<file path="config.mk">
export PLATFORM = sky130hd
export DESIGN_NAME = absidx_seq
export DESIGN_NICKNAME = d
export VERILOG_FILES = /design/src/rtl/absidx_pkg.sv /design/src/rtl/absidx_operand.sv /design/src/rtl/absidx_modify.sv /design/src/rtl/absidx_fsm.sv /design/src/rtl/absidx_seq.sv
export SDC_FILE = /design/constraint.sdc
export NUM_CORES = 1
export LEC_CHECK = 0
export ABC_CLOCK_PERIOD_IN_PS = 4000
export BUFFER_PORTS_ARGS = -buffer_cell sky130_fd_sc_hd__clkbuf_2
export CAP_MARGIN = 20
export CORE_MARGIN = 2
export CORE_UTILIZATION = 40
export CTS_BUF_LIST = sky130_fd_sc_hd__clkbuf_16
export CTS_CLUSTER_DIAMETER = 120
export DETAILED_ROUTE_END_ITERATION = 12
export PLACE_DENSITY = 0.6
export SETUP_SLACK_MARGIN = 0.3
export SLEW_MARGIN = 20
export SYNTH_ARGS = -nofsm -noshare
export SYNTH_HDL_FRONTEND = slang
export SYNTH_HIERARCHICAL = 1
export SYNTH_SLANG_ARGS = --single-unit
export TNS_END_PERCENT = 10
</file>
<file path="constraint.sdc">
create_clock -name clk -period 4 [get_ports clk]
set_input_delay 0.4 -clock clk [delete_from_list [all_inputs] [get_ports clk]]
set_output_delay 0.4 -clock clk [all_outputs]
set_load 0.01 [all_outputs]
</file>
<file path="src/rtl/absidx_pkg.sv">
package absidx_pkg;
    typedef enum logic [3:0] {
        ST_IDLE,
        ST_OPC,
        ST_LO,
        ST_HI,
        ST_DUMMY,
        ST_READ,
        ST_WRITE,
        ST_WB_OLD,
        ST_WB_NEW
    } seq_state_e;

    localparam logic [1:0] KIND_LOAD  = 2'd0;
    localparam logic [1:0] KIND_STORE = 2'd1;
    localparam logic [1:0] KIND_RMW   = 2'd2;
endpackage

</file>
<file path="src/rtl/absidx_operand.sv">
module absidx_operand #(
    parameter int DATA_W = 8
) (
    input  logic                  clk,
    input  logic                  rst_n,
    input  logic                  cap_idx,
    input  logic [DATA_W-1:0]     idx_in,
    input  logic                  cap_lo,
    input  logic                  cap_hi,
    input  logic [DATA_W-1:0]     din,
    output logic                  carry,
    output logic [2*DATA_W-1:0]   final_addr,
    output logic [2*DATA_W-1:0]   uncorr_addr
);
    logic [DATA_W-1:0] idx_q;
    logic [DATA_W-1:0] lo_q;
    logic [DATA_W-1:0] hi_q;
    logic [DATA_W:0]   sum_w;

    always_ff @(posedge clk) begin
        if (!rst_n) begin
            idx_q <= '0;
            lo_q  <= '0;
            hi_q  <= '0;
        end else begin
            if (cap_idx) idx_q <= idx_in;
            if (cap_lo)  lo_q  <= din;
            if (cap_hi)  hi_q  <= din;
        end
    end

    always_comb begin
        sum_w       = {1'b0, lo_q} + {1'b0, idx_q};
        carry       = sum_w[DATA_W];
        uncorr_addr = {hi_q, sum_w[DATA_W-1:0]};
        final_addr  = {hi_q + {{(DATA_W-1){1'b0}}, sum_w[DATA_W]}, sum_w[DATA_W-1:0]};
    end
endmodule

</file>
<file path="src/rtl/absidx_modify.sv">
module absidx_modify #(
    parameter int DATA_W = 8
) (
    input  logic              clk,
    input  logic              rst_n,
    input  logic              cap,
    input  logic [DATA_W-1:0] din,
    output logic [DATA_W-1:0] old_val,
    output logic [DATA_W-1:0] new_val
);
    logic [DATA_W-1:0] val_q;

    always_ff @(posedge clk) begin
        if (!rst_n)   val_q <= '0;
        else if (cap) val_q <= din;
    end

    assign old_val = val_q;
    assign new_val = val_q + {{(DATA_W-1){1'b0}}, 1'b1};
endmodule

</file>
<file path="src/rtl/absidx_fsm.sv">
module absidx_fsm
    import absidx_pkg::*;
#(
    parameter int DATA_W = 8,
    parameter logic [2*DATA_W-1:0] RESET_PC = 16'hFF00
) (
    input  logic                clk,
    input  logic                rst_n,
    input  logic                start,
    input  logic [1:0]          op_kind,
    input  logic                policy,
    input  logic [DATA_W-1:0]   store_data,
    input  logic                carry,
    input  logic [2*DATA_W-1:0] final_addr,
    input  logic [2*DATA_W-1:0] uncorr_addr,
    input  logic [DATA_W-1:0]   old_val,
    input  logic [DATA_W-1:0]   new_val,
    output logic                cap_idx,
    output logic                cap_lo,
    output logic                cap_hi,
    output logic                cap_mod,
    output logic [2*DATA_W-1:0] bus_addr,
    output logic                rnw,
    output logic [DATA_W-1:0]   dout,
    output logic                done
);
    localparam int ADDR_W = 2 * DATA_W;

    seq_state_e          state_q, state_d;
    logic [1:0]          kind_q;
    logic                pol_q;
    logic [DATA_W-1:0]   sdata_q;
    logic [ADDR_W-1:0]   pc_q;
    logic                done_q;
    logic                is_store, is_rmw, last_cycle;
    logic [ADDR_W-1:0]   dummy_addr;

    assign is_store = (kind_q == KIND_STORE);
    assign is_rmw   = (kind_q == KIND_RMW);
    assign cap_idx  = (state_q == ST_IDLE) && start;

    // next state
    always_comb begin
        state_d    = state_q;
        last_cycle = 1'b0;
        unique case (state_q)
            ST_IDLE:   if (start) state_d = ST_OPC;
            ST_OPC:    state_d = ST_LO;
            ST_LO:     state_d = ST_HI;
            ST_HI: begin
                if (is_store || is_rmw || carry) state_d = ST_DUMMY;
                else                              state_d = ST_READ;
            end
            ST_DUMMY:  state_d = is_store ? ST_WRITE : ST_READ;
            ST_READ: begin
                if (is_rmw) state_d = ST_WB_OLD;
                else begin
                    state_d    = ST_IDLE;
                    last_cycle = 1'b1;
                end
            end
            ST_WRITE: begin
                state_d    = ST_IDLE;
                last_cycle = 1'b1;
            end
            ST_WB_OLD: state_d = ST_WB_NEW;
            ST_WB_NEW: begin
                state_d    = ST_IDLE;
                last_cycle = 1'b1;
            end
            default:   state_d = ST_IDLE;
        endcase
    end

    // state register and instruction context
    always_ff @(posedge clk) begin
        if (!rst_n) begin
            state_q <= ST_IDLE;
            kind_q  <= KIND_LOAD;
            pol_q   <= 1'b0;
            sdata_q <= '0;
            pc_q    <= RESET_PC;
            done_q  <= 1'b0;
        end else begin
            state_q <= state_d;
            done_q  <= last_cycle;
            if (last_cycle) pc_q <= pc_q + ADDR_W'(3);
            if (cap_idx) begin
                kind_q  <= op_kind;
                pol_q   <= policy;
                sdata_q <= store_data;
            end
        end
    end

    assign dummy_addr = !pol_q ? uncorr_addr
                               : (carry ? pc_q + ADDR_W'(2) : final_addr);

    // outputs
    always_comb begin
        bus_addr = pc_q;
        rnw      = 1'b1;
        dout     = '0;
        cap_lo   = 1'b0;
        cap_hi   = 1'b0;
        cap_mod  = 1'b0;
        unique case (state_q)
            ST_IDLE:   bus_addr = pc_q;
            ST_OPC:    bus_addr = pc_q;
            ST_LO: begin
                bus_addr = pc_q + ADDR_W'(1);
                cap_lo   = 1'b1;
            end
            ST_HI: begin
                bus_addr = pc_q + ADDR_W'(2);
                cap_hi   = 1'b1;
            end
            ST_DUMMY:  bus_addr = dummy_addr;
            ST_READ: begin
                bus_addr = final_addr;
                cap_mod  = is_rmw;
            end
            ST_WRITE: begin
                bus_addr = final_addr;
                rnw      = 1'b0;
                dout     = sdata_q;
            end
            ST_WB_OLD: begin
                bus_addr = final_addr;
                rnw      = 1'b0;
                dout     = old_val;
            end
            ST_WB_NEW: begin
                bus_addr = final_addr;
                rnw      = 1'b0;
                dout     = new_val;
            end
            default:   bus_addr = pc_q;
        endcase
    end

    assign done = done_q;

    // load without carry goes straight to the data read
    assert_load_direct_R3: assert property (@(posedge clk) disable iff (!rst_n)
        (state_q == ST_HI && !is_store && !is_rmw && !carry) |=> (state_q == ST_READ));

    // a store always passes through a dummy cycle before writing
    assert_store_dummy_R5: assert property (@(posedge clk) disable iff (!rst_n)
        (state_q == ST_WRITE) |-> ($past(state_q) == ST_DUMMY));

    // the two write-backs hit the same address and follow each other
    assert_rmw_order_R8: assert property (@(posedge clk) disable iff (!rst_n)
        (state_q == ST_WB_OLD) |=> (state_q == ST_WB_NEW && !rnw));
    assert_rmw_same_addr_R8: assert property (@(posedge clk) disable iff (!rst_n)
        (state_q == ST_WB_NEW) |-> (bus_addr == $past(bus_addr)));

    // done lasts a single cycle
    assert_done_pulse_R10: assert property (@(posedge clk) disable iff (!rst_n)
        done |=> !done);

    // no new instruction begins unless the block was idle
    assert_start_ignored_R11: assert property (@(posedge clk) disable iff (!rst_n)
        (state_q != ST_IDLE) |=> (state_q != ST_OPC));
endmodule

</file>
<file path="src/rtl/absidx_seq.sv">
module absidx_seq #(
    parameter int DATA_W = 8,
    parameter logic [2*DATA_W-1:0] RESET_PC = 16'hFF00
) (
    input  logic                clk,
    input  logic                rst_n,
    input  logic                start,
    input  logic [1:0]          op_kind,
    input  logic                policy,
    input  logic [DATA_W-1:0]   index,
    input  logic [DATA_W-1:0]   store_data,
    input  logic [DATA_W-1:0]   din,
    output logic [2*DATA_W-1:0] bus_addr,
    output logic                rnw,
    output logic [DATA_W-1:0]   dout,
    output logic                done
);
    localparam int ADDR_W = 2 * DATA_W;

    logic              cap_idx, cap_lo, cap_hi, cap_mod, carry;
    logic [ADDR_W-1:0] final_addr, uncorr_addr;
    logic [DATA_W-1:0] old_val, new_val;

    absidx_operand #(.DATA_W(DATA_W)) u_operand (
        .clk        (clk),
        .rst_n      (rst_n),
        .cap_idx    (cap_idx),
        .idx_in     (index),
        .cap_lo     (cap_lo),
        .cap_hi     (cap_hi),
        .din        (din),
        .carry      (carry),
        .final_addr (final_addr),
        .uncorr_addr(uncorr_addr)
    );

    absidx_modify #(.DATA_W(DATA_W)) u_modify (
        .clk    (clk),
        .rst_n  (rst_n),
        .cap    (cap_mod),
        .din    (din),
        .old_val(old_val),
        .new_val(new_val)
    );

    absidx_fsm #(.DATA_W(DATA_W), .RESET_PC(RESET_PC)) u_fsm (
        .clk        (clk),
        .rst_n      (rst_n),
        .start      (start),
        .op_kind    (op_kind),
        .policy     (policy),
        .store_data (store_data),
        .carry      (carry),
        .final_addr (final_addr),
        .uncorr_addr(uncorr_addr),
        .old_val    (old_val),
        .new_val    (new_val),
        .cap_idx    (cap_idx),
        .cap_lo     (cap_lo),
        .cap_hi     (cap_hi),
        .cap_mod    (cap_mod),
        .bus_addr   (bus_addr),
        .rnw        (rnw),
        .dout       (dout),
        .done       (done)
    );
endmodule

</file>
==> results.tsv <==
metric	value	unit
status	completed	
nature of the critical path startpoint	flop	
Max Clock Skew	0.00794	ns
hold endpoint	u_fsm/sdata_q[6]	
Worst-Skew Late Latency	0.34	ns
antenna violations before repair	0	
hpwl dp	9.80	mm
Syn Std Cell Area	4850	sq um
final setup TNS	0	ns
Via density	5.85	
initial core utilization	40.7	%
largest net degree at the start of global routing	63	
Antenna diodes	0	
crit path time final	3.54	ns
Max-slew headroom	30.8	%
vias in the first global route	4248	
worst min path class	in -> reg	
Area Growth Syn to Fin	13.8	%
Die Span X	114	um
Worst path most repeated cell	nand3_2	
wirelength, routed	13.5	mm
H-tree depth	3	
internal power	1.35	mW
Mean Syn Cell Area	8.13	sq um
Worst path max stage delay	0.41	ns
Sequential Power Share	37.4	%
Residual DRC	0	
global-route wire length before repair	22.0	mm
DR iter-0 viols	394	
CP Class	reg -> out	
library cells used by synthesis	77	
Max Cap Viol	0	
Crit path required time	3.60	ns
most used flip-flop cell after synthesis	dfxtp_1	
RSZ-0062 raised after global routing	no	
Synth async-reset ratio	0	%
Lkg Pwr	2.14	nW
worst slew pin tran	1.04	ns
fin crit share	88.4	%
share of cells above drive strength 1	18.6	%
Worst R2R Setup Slack	1.45	ns
IO buf count	55	
commonest cells after routing, fill and taps aside	dfxtp_1, clkbuf_2, nand2_1, nor2b_1, mux2i_1	
DR WL/cell	17.6	um
crit path max fanout	3	
commonest non-fill, non-tap cell in the layout	dfxtp_1	
syn nets	645	
synthesized instance count	597	
total gr overflow	0	
I/O pin count	56	
Vias	4509	
critical path buffer and inverter count	1	
CP cell instances	ha_4 > fa_2 > a21oi_4 > o21a_1 > o21ai_2 > ha_2 > and3_4 > nand3_2 > xnor2_2 > o22ai_1 > o22a_1 > or4_1 > nand3_2 > clkbuf_2	
Post-layout nets	668	
Cell Pwr Density	339	nW/um^2
Critical Path AT	3.14	ns
Critical R2R Launch	u_fsm/state_q[2]	
proportion of power drawn by the clock network	44.0	%
Total GRT Usage	21.5	%
Synth Register Bits	64	
Root Driver	clkbuf_16	
Setup-failing EPs final	0	
Max Slew Vio Count	0	
die area	13000	sq um
Net Sw Frac	27.9	%
Detailed Routing Iterations Pass 1	5	
post-route cell area	5520	sq um
Die H	114	um
Layout fillers	1207	
critical path's top delay family	simple AND/OR/NAND/NOR gates	
floorplan core area	11900	sq um
clk sinks	64	
CTS clk-pin slew, worst paths	0.06	ns
hold_sp	store_data[6]	
RePlAce Congestion	0.889	
NetSw	0.522	mW
Ys Warns	6	
CP Capture Type	output pin	
Final ANT Viol Nets	0	
Post-DP Area	5110	sq um
CTS tree	built	
hold path cells	3	
CTS buffer count	9	
sequential share of the synthesized area	26.4	%
count of final hold-check violations	0	
Max Root-Sink Buffers	2	
Rows	40	
Peak VDD IR	0.000148	V
Comb pwr share	18.6	%
Fmax	283	MHz
number of synthesized flops with an enable pin	0	
reg2reg end	u_fsm/pc_q[15]	
CP max-delay cell	or4_1	
Reg2Reg Depth	4	
## stage by stage
step	cells	hold WS (ns)	utilization, %	power, mW	setup slack, ns
floorplan	597	0.443	-	0.962	0.770
finish	771	0.299	46.4	1.87	0.463
global route	771	0.302	46.4	1.95	0.318
detailed placement	753	0.466	42.9	1.05	0.458
CTS	769	0.290	45.7	1.87	0.332
global placement	753	0.460	42.9	1.04	0.527
## registers in the layout (all words and copies together) (netlist names)
name	cells
u_fsm/sdata_q	8
u_operand/hi_q	8
u_modify/old_val	8
u_operand/lo_q	8
u_fsm/pol_q	1
u_fsm/state_q	4
u_operand/idx_q	8
u_fsm/kind_q	2
u_fsm/pc_q	16
u_fsm/done	1
## cell type report
type                       instances  area, sq um  area share (%)
multi-input combinational        451         3280            59.5
sequential                        64         1280            23.2
timing repair buffer              67          365            6.62
clock buffer                       9          225            4.08
tap                              147          184            3.33
inverter                          27          101            1.84
clock inverter                     6         78.8            1.43
## cell families after synthesis
group	after synthesis	share of synthesized area [%]
mux	37	7.68
fa+ha+maj	18	4.79
xor+xnor	41	7.40
flops	64	26.4
simple gates	206	23.0
buf+inv	82	7.71
compound gates	149	23.0
## power groups by stage
| stage | clock [mW] | sequential [mW] | combinational, mW |
|---|---|---|---|
| 6_report | 0.823 | 0.699 | 0.347 |
| 5_1_grt | 0.869 | 0.703 | 0.381 |
| 4_1_cts | 0.840 | 0.696 | 0.339 |
| 3_5_place_dp | 0 | 0.710 | 0.336 |
| 3_3_place_gp | 0 | 0.708 | 0.331 |
| 2_1_floorplan | 0 | 0.692 | 0.270 |
## metal layers
| layer | global-route usage, % | vias up | part of all wire (%) |
|---|---|---|---|
| met5 | 0 | - | 0 |
| li1 | - | 2196 | - |
| met2 | 33.0 | 164 | 44 |
| met3 | 4.39 | 29 | 6.4 |
| met1 | 28.9 | 2120 | 46 |
| met4 | 10.4 | 0 | 3.0 |
## synthesized netlist by cell type (all sizes together), types with 5 or more instances
cell type	instances	area share, %
clkbuf	23	1.8
and2	9	1.2
a21boi	12	1.9
xor2	13	2.3
buf	32	3.8
nand3	24	2.6
mux2i	35	7.2
dfxtp	64	26
a211oi	7	1.1
and3	7	0.93
ha	17	4.4
a222oi	13	2.7
o221ai	5	0.90
inv	27	2.1
xnor2	28	5.1
a31oi	8	1.0
nor2b	39	5.0
o21ai	18	1.9
nor2	31	2.5
a221oi	6	1.1
nor3	6	0.62
nand4	5	0.64
a21oi	30	3.3
a22oi	5	0.77
nand2	55	4.3
## tightest hold or removal path, cell delays in order
cell      delay [ns]
clkbuf_2        0.08
nand2_1         0.04
a21boi_0        0.06
## repair_timing
item                       4_1_cts  5_1_grt
setup endpoints to repair        1        8
gates cloned                     0        0
buffers inserted                 1        2
hold buffers                     0        0
pin swaps                        2        5
resized for setup                6       12
## worst max path at each step
stage	start	to	slack, ns	depth (start not counted)
floorplan	u_operand/idx_q[0]	bus_addr[15]	0.77	13
global placement	u_operand/idx_q[0]	bus_addr[15]	0.53	14
detailed placement	u_operand/idx_q[0]	bus_addr[15]	0.46	14
CTS	u_operand/idx_q[0]	bus_addr[15]	0.33	14
global route	u_operand/lo_q[0]	bus_addr[15]	0.32	14
finish	u_operand/lo_q[0]	bus_addr[15]	0.46	14
No activity file was read; power rests on OpenSTA's default activity.
